===== src/rtl/updn_reload_timer.sv =====
module updn_reload_timer #(
  parameter int W    = 16,
  parameter int TDIV = 12,
  parameter int BDIV = 2
) (
  input  logic       clk,
  input  logic       rst_n,
  input  logic       cnt_pin,
  input  logic       trg_pin,
  input  logic       run,
  input  logic       ctr_sel,
  input  logic       cap_sel,
  input  logic       ext_en,
  input  logic       dn_en,
  input  logic       rx_baud,
  input  logic       tx_baud,
  input  logic       bus_wr,
  input  logic [2:0] bus_addr,
  input  logic [7:0] bus_wdata,
  output logic [7:0] bus_rdata,
  output logic       ovf_flag,
  output logic       ext_flag,
  output logic       baud_tick
);
  localparam int PW = $clog2(TDIV > BDIV ? TDIV : BDIV);
  localparam logic [W-1:0] ONES = {W{1'b1}};

  logic [W-1:0]  cnt, rld, cnt_hw;
  logic [PW-1:0] pre;
  logic c1, c2, t1, t2;

  wire baud     = rx_baud | tx_baud;
  wire cnt_fall = c2 & ~c1;
  wire trg_fall = t2 & ~t1;
  wire [PW-1:0] lim = baud ? PW'(BDIV - 1) : PW'(TDIV - 1);
  wire tick     = run & (ctr_sel ? cnt_fall : (pre >= lim));
  wire updn     = dn_en & ~baud;
  wire down     = updn & ~t1;
  wire wrap     = tick & (down ? (cnt == rld) : (cnt == ONES));
  wire reld     = ~cap_sel | baud | updn;
  wire edge_act = ext_en & ~updn & trg_fall;
  wire do_cap   = edge_act & cap_sel & ~baud;
  wire do_trl   = edge_act & ~cap_sel & ~baud;
  wire wr_flags = bus_wr & (bus_addr == 3'd4);
  wire ovf_base = wr_flags ? bus_wdata[0] : ovf_flag;
  wire ext_base = wr_flags ? bus_wdata[1] : ext_flag;

  always_comb begin
    cnt_hw = cnt;
    if (tick) begin
      if (wrap)      cnt_hw = down ? ONES : (reld ? rld : '0);
      else if (down) cnt_hw = cnt - 1'b1;
      else           cnt_hw = cnt + 1'b1;
    end
    if (do_trl) cnt_hw = rld;
  end

  always_comb begin
    case (bus_addr)
      3'd0:    bus_rdata = cnt[7:0];
      3'd1:    bus_rdata = 8'(cnt >> 8);
      3'd2:    bus_rdata = rld[7:0];
      3'd3:    bus_rdata = 8'(rld >> 8);
      3'd4:    bus_rdata = {6'd0, ext_flag, ovf_flag};
      default: bus_rdata = 8'd0;
    endcase
  end

  always_ff @(posedge clk or negedge rst_n) begin
    if (!rst_n) begin
      cnt <= '0; rld <= '0; pre <= '0;
      c1 <= 1'b0; c2 <= 1'b0; t1 <= 1'b0; t2 <= 1'b0;
      ovf_flag <= 1'b0; ext_flag <= 1'b0; baud_tick <= 1'b0;
    end else begin
      c1 <= cnt_pin; c2 <= c1;
      t1 <= trg_pin; t2 <= t1;
      pre <= (!run || pre >= lim) ? '0 : pre + 1'b1;

      cnt <= cnt_hw;
      if (bus_wr && bus_addr == 3'd0) cnt[7:0]   <= bus_wdata;
      if (bus_wr && bus_addr == 3'd1) cnt[W-1:8] <= bus_wdata[W-9:0];

      if (do_cap) rld <= cnt;
      if (bus_wr && bus_addr == 3'd2) rld[7:0]   <= bus_wdata;
      if (bus_wr && bus_addr == 3'd3) rld[W-1:8] <= bus_wdata[W-9:0];

      ovf_flag  <= ovf_base | (wrap & ~baud);
      ext_flag  <= (updn & wrap) ? ~ext_base : (ext_base | edge_act);
      baud_tick <= wrap & baud;
    end
  end
endmodule



===== config.mk =====
export PLATFORM = sky130hd
export DESIGN_NAME = updn_reload_timer
export DESIGN_NICKNAME = d
export VERILOG_FILES = /design/src/rtl/updn_reload_timer.sv
export SDC_FILE = /design/constraint.sdc
export NUM_CORES = 1
export LEC_CHECK = 0
export BUFFER_PORTS_ARGS = -buffer_cell sky130_fd_sc_hd__buf_2
export CORE_ASPECT_RATIO = 0.8
export CORE_UTILIZATION = 53
export DETAILED_ROUTE_END_ITERATION = 8
export PLACE_DENSITY = 0.71
export SYNTH_ARGS = -nofsm -noshare
export SYNTH_HDL_FRONTEND = slang
export SYNTH_SLANG_ARGS = --single-unit
export TNS_END_PERCENT = 1

===== constraint.sdc =====
create_clock -name clk -period 4.55 [get_ports clk]
set_input_delay 0.91 -clock clk [delete_from_list [all_inputs] [get_ports clk]]
set_output_delay 0.91 -clock clk [all_outputs]
set_load 0.1 [all_outputs]

## After elaboration in Yosys (flattened, before gate mapping)

Cells that the tools add are included.

- Register bits after elaboration: 43
- Output and inout bits: 11
- Logic and storage cells: 79

- Add/sub/neg operators: 3
- Order comparisons: 1
- Equal/unequal tests: 6
- Mux-type cells: 19
- Bitwise logic cells: 27
- Reduce and logical (&&, ||, !) cells: 11

Operators with widths:

| kind | count |
|---|---|
| two-way mux 16 bit | 7 |
| case mux 8 bit (5 select lines) | 1 |
| two-way mux 8 bit | 4 |
| adder 16 x 1 -> 16 bit (second input constant) | 1 |
| AND 1 bit | 16 |
| equality test 16 bit | 1 |
| equality test 16 bit (second input constant) | 1 |
| subtractor 16 x 1 -> 16 bit (second input constant) | 1 |
| two-way mux 4 bit | 2 |
| equality test 3 x 2 -> 1 bit (second input constant) | 2 |
| inverter 1 bit | 6 |
| nonzero test 3 bit | 2 |
| two-way mux 1 bit | 5 |
| bitwise OR 1 bit | 5 |
| adder 4 x 1 -> 4 bit (second input constant) | 1 |
| >= comparator 4 bit | 1 |
| logical AND 1 bit | 4 |
| nonzero test 2 bit | 2 |
| equality test 3 x 1 -> 1 bit (second input constant) | 1 |
| equality test 3 bit (second input constant) | 1 |
| zero test 3 bit | 1 |
| zero test 1 bit | 1 |
| logical OR 1 bit | 1 |

## Longest topological paths before layout

- Word-level depth: 10
- Gate-level depth with buffers: 16
- Depth with buffers taken out: 11

## Worst setup path before layout

Ideal clock, no wire load.

- Path type: input port to output port
- From: in bus_addr[1]
- To: out bus_rdata[0]
- Arrival time: 3.081 ns
- Required time: 3.640 ns
- Setup slack: 0.559 ns
- Stages: 5
- Path buffers: 1
- Cell sequence: buf_1 > mux2i_1 > nor2_1 > a31oi_1 > o22ai_1

- Cells in the longest elaborated chain, start to end: 2

Ends and longest elaborated chain:

| element | RTL line | RTL |
|---|---|---|
| from (decl) | 18 | `input logic [2:0] bus_addr,` |
| equality test 3 bit (tied with other cells) | 59 | `case (bus_addr)` |
| case mux 8 bit (5 select lines) * | 59 |  |
| to (decl) | 20 | `output logic [7:0] bus_rdata,` |

Mark *: on every way between the ends. The rest lies on a longest branch, timed or not.

## Worst setup path in the final report

- From: in tx_baud
- To: reg cnt[11]

- Cells in the longest elaborated chain, start to end: 10

Ends and longest elaborated chain:

| element | RTL line | RTL |
|---|---|---|
| from (decl) | 16 | `input logic tx_baud,` |
| bitwise OR 1 bit * | 32 | `wire baud = rx_baud \| tx_baud;` |
| two-way mux 4 bit / inverter 1 bit (equally long branches) | 35, 37, 43 |  |
| >= comparator 4 bit / AND 1 bit (equally long branches) | 36, 37 |  |
| two-way mux 1 bit (tied with other cells) | 36 | `wire tick = run & (ctr_sel ? cnt_fall : (pre >= lim));` |
| AND 1 bit (tied with other cells) | 36 |  |
| AND 1 bit (tied with other cells) | 39 | `wire wrap = tick & (down ? (cnt == rld) : (cnt == ONES));` |
| two-way mux 16 bit / AND 1 bit (equally long branches) | 51, 43 |  |
| two-way mux 16 bit / AND 1 bit (equally long branches) | 50, 43 |  |
| two-way mux 16 bit | 55 | `if (do_trl) cnt_hw = rld;` |
| two-way mux 8 bit | 81 | `if (bus_wr && bus_addr == 3'd1) cnt[W-1:8] <= bus_wdata[W-9:0];` |
| to (signal assigned) | 79 | `cnt <= cnt_hw;` |
| to (signal, indexed assignment) | 81 |  |
| to (decl) | 28 | `logic [W-1:0] cnt, rld, cnt_hw;` |

Mark *: on every way between the ends. The rest lies on a longest branch, timed or not. The select of a mux whose other input is x is not followed.
A chain may end at the register's enable or synchronous reset.

==> PnR_summary.wiki <==
{| class="wikitable"
! Metric !! Value
|-
| Worst endpoint data arrival time || a little under 4 ns
|-
| Core Box Area || 0.006925 mm^2
|-
| Switching Fraction || 49.71%
|-
| Initial core utilization || 55.16%
|-
| Number of diodes added for antenna fixing || 0
|-
| Largest voltage drop on the vdd net || 0.0003865 V
|-
| Combinational share of power || 43.2%
|-
| Crit path depth || 10
|-
| Setup repair after global routing missed its margin || false
|-
| Nets in the synthesized netlist || 502
|-
| Sinks on Clock Net || 43
|-
| Cell family with the largest share of critical-path delay || simple AND/OR/NAND/NOR gates
|-
| Run status || finished clean
|-
| Sw power || ~1.0 mW
|-
| Area overhead of the layout relative to synthesis || 7.599%
|-
| Total negative setup slack || 0 ns
|-
| Core Rows || 27
|-
| Final setup fails || 0
|-
| Tightest Hold Check Type || flop to flop
|-
| Ranking of synthesized cells by area || sky130_fd_sc_hd__dfrtp_1 28%, sky130_fd_sc_hd__mux2i_1 7.3%, sky130_fd_sc_hd__nor2_1 5.3%
|-
| Average size of a mapped cell || 8.042 um^2
|-
| Peak per-stage delay on the critical path || 0.79 ns
|-
| Worst hold slack || 0.3889 ns
|-
| Depth of the worst register-to-register path || 9
|-
| Clock Pin Slew Worst Setup and Hold Paths || roughly 0.090 ns
|-
| Cell at the slowest stage of the critical path || sky130_fd_sc_hd__or4b_1
|-
| Final Wtd Congestion || 1.090
|-
| Yosys reg bits || 43
|-
| Final antenna-violating net count || 0
|-
| Clock buffer depth || 2
|-
| Critical Path End Type || flop
|-
| Layout cells sized above 1 || 14.67%
|-
| Worst clock skew on the final layout || 0.006838 ns
|-
| Vias in the first global route || 3,515
|-
| Post-synthesis cell type count || 69
|-
| Static leakage power || 1.634 nW
|-
| Clock buffers created by TritonCTS || 5
|-
| Flop pwr share || 41.5%
|-
| Share of flip-flops with an asynchronous set or reset || 100.0%
|-
| GRT Residual Overflow || 0
|-
| Endpoint required time on the critical path || 4.75 ns
|-
| Critical setup path kind || input pin to flop
|-
| Cell accounting for the most synthesized area || sky130_fd_sc_hd__dfrtp_1
|-
| Cell chosen for the clock root || sky130_fd_sc_hd__clkbuf_8
|-
| Synthesis warning total || 0
|-
| Final Max Tran Viols || 0
|-
| Part of the power in the clock network || between 15 and 20%
|-
| Total DRC errors in the routed layout || 0
|-
| Antenna violations before repair || 0
|-
| PwrDens || 510.0 mW/mm^2
|-
| Portion of synthesized cell area occupied by the leading cell type || 28.17%
|-
| Kind of start point of the critical path || input pin
|-
| Number of buffers and inverters on the critical path || 2
|-
| Count of mapped cells out of synthesis || about 480
|-
| Number of cells on the worst hold path || 0
|-
| Number of gates resized after CTS || 0
|-
| Synthesized area || 0.003820 mm^2
|-
| Count of TritonRoute iterations in the first routing pass || 5
|-
| Global-route wire length before repair || 19.06 mm
|-
| Gr usage total || between 30% and 40%
|-
| Dominant register cell in the synthesized netlist || sky130_fd_sc_hd__dfrtp_1
|-
| Hold Buf Count CTS || 0
|-
| Highest Clock Rate || about 270 MHz
|-
| Smallest setup slack after layout || 0.8640 ns
|-
| Routed vias/inst || 6.807
|-
| Starting DRT DRC Count || 436
|-
| Half-perimeter wire length after detailed placement || 8.395 mm
|-
| Top Ports || 34
|-
| Nets || 510
|-
| Number of I/O port buffers || 33
|-
| Post-placement setup slack || just under 0.6 ns
|-
| Die Footprint || 0.007553 mm^2
|-
| Clock period minus worst slack || 3.686 ns
|-
| Die outline height || 77.94 um
|-
| Number of setup buffers added after CTS || 0
|-
| Part of the cycle the worst path needs || between 80% and 90%
|-
| Final WL || 11.77 mm
|-
| Clock tree from TritonCTS || done
|-
| Pin slew with the least headroom to its limit || around 1.0 ns
|-
| Pin count of the biggest net entering global routing || between 40 and 50
|-
| MaxCap Viol Count || 0
|-
| Relative slew margins || 32.98%
|-
| Average wire per standard cell || 20.61 um
|-
| Maximum net fanout on the critical path || 13
|-
| Die span in x || around 97 um
|-
| Utilization after layout || 59.35%
|-
| List of cells traversed by the critical path || buf_2, or4b_1, buf_4, nor4_1, a31oi_1, a22oi_1, and4bb_1, nor2_1, or3_1, a22o_1
|-
| Routed vias || 3,887
|-
| Number of synthesized flops with an enable pin || 0
|-
| Internal power of the cells || 1.054 mW
|-
| H-tree depth || 2
|-
| Share of the yosys chip area belonging to registers || 28.17%
|-
| Clock Latency Late Sink || about 0.30 ns
|-
| Hold violation count in the final report || 0
|}
Yosys cell counts, drive strengths merged, types with 3 or more instances:
master,number
o31ai,4
dfrtp,43
mux2i,28
nand4,7
a21o,4
and2,7
nor3,17
a211oi,5
nor2,54
clkbuf,30
or3,5
o21ai,25
xor2,11
and3,4
nand3,12
nand3b,3
mux4,6
a21oi,28
inv,9
nand2,46
o221ai,6
nor4,8
a221oi,5
o211ai,4
xnor2,14
a31oi,13
ha,4
o22ai,12
nand2b,3
nor2b,9
buf,11
through the flow:
| step | std cells | cell area, um^2 | power [mW] |
|---|---|---|---|
| detailed placement | 563 | 3993 | 1.745 |
| CTS | 571 | 4110 | 2.061 |
| floorplan | 475 | 3820 | 1.495 |
| finish | 571 | 4110 | 2.096 |
| global placement | 563 | 3993 | 1.717 |
| global route | 571 | 4110 | 2.215 |
area by class of cell:
type                    count  area (um^2)
fillers                   597         2815
multi-input cells         382         2541
flip-flops and latches     43         1076
repair buffers             42        232.7
well taps                  87        108.9
clock buffers               6        82.58
clock inverters             2        35.03
inverters                   9        33.78
cells by family after synthesis:
| kind of cell | after synthesis | share of synthesized area [%] |
|---|---|---|
| AO/OA/AOI/OAI | 131 | 23.29 |
| XOR/XNOR | 25 | 5.929 |
| adder cells (fa/ha/maj) | 4 | 1.310 |
| buffers and inverters | 50 | 5.667 |
| flip-flops | 43 | 28.17 |
| multiplexers | 35 | 11.17 |
| AND/OR/NAND/NOR | 187 | 24.47 |
sequential cells by signal, summed over array words and instances, names as in the netlist:
signal,flops
baud_tick,1
c1,1
rld,16
pre,4
ext_flag,1
cnt,16
t2,1
t1,1
ovf_flag,1
c2,1
cell usage in the layout (no fill, tap or decap), types with 4 or more instances in the layout:
master and instances:
sky130_fd_sc_hd__a211oi_1 5, sky130_fd_sc_hd__a21oi_1 28, sky130_fd_sc_hd__a221oi_1 4, sky130_fd_sc_hd__a31oi_1 13, sky130_fd_sc_hd__and2_1 6, sky130_fd_sc_hd__and3_1 4
sky130_fd_sc_hd__buf_2 33, sky130_fd_sc_hd__buf_4 9, sky130_fd_sc_hd__clkbuf_8 6, sky130_fd_sc_hd__dfrtp_1 43, sky130_fd_sc_hd__ha_1 4, sky130_fd_sc_hd__inv_1 9
sky130_fd_sc_hd__mux2i_1 28, sky130_fd_sc_hd__mux4_2 6, sky130_fd_sc_hd__nand2_1 46, sky130_fd_sc_hd__nand3_1 12, sky130_fd_sc_hd__nand4_1 7, sky130_fd_sc_hd__nor2_1 53
sky130_fd_sc_hd__nor2b_1 9, sky130_fd_sc_hd__nor3_1 16, sky130_fd_sc_hd__nor4_1 7, sky130_fd_sc_hd__o211ai_1 4, sky130_fd_sc_hd__o21ai_0 21, sky130_fd_sc_hd__o21ai_1 4
sky130_fd_sc_hd__o221ai_1 6, sky130_fd_sc_hd__o22ai_1 12, sky130_fd_sc_hd__or3_1 5, sky130_fd_sc_hd__xnor2_1 13, sky130_fd_sc_hd__xor2_1 11
power by group through the flow:
stage	Combinational (mW)	Sequential, mW	Clock, mW
after floorplan	0.882	0.613	0
after global placement	0.872	0.845	0
after detailed placement	0.890	0.855	0
after CTS	0.897	0.847	0.318
after global routing	0.990	0.889	0.335
final	0.906	0.870	0.320
worst paths after layout:
kind	from	to	slack, ns
hold / removal	c1	c2	0.39
max in group asynchronous	rst_n	cnt[12]	3.16
hold reg to reg	c1	c2	0.39
setup / recovery	tx_baud	cnt[11]	0.86
min in group asynchronous	rst_n	rld[1]	0.77
setup reg to reg	t1	cnt[11]	1.20
routing by layer:
metal | vias to the layer above | wire length (um) | track usage [%]
met5 | - | 0 | 0
met1 | 1840 | 5101 | 46.83
met2 | 246 | 5086 | 47.04
met3 | 33 | 1299 | 5.766
met4 | 0 | 279 | 10.75
li1 | 1768 | - | -
(Power assumes the default switching activity.)
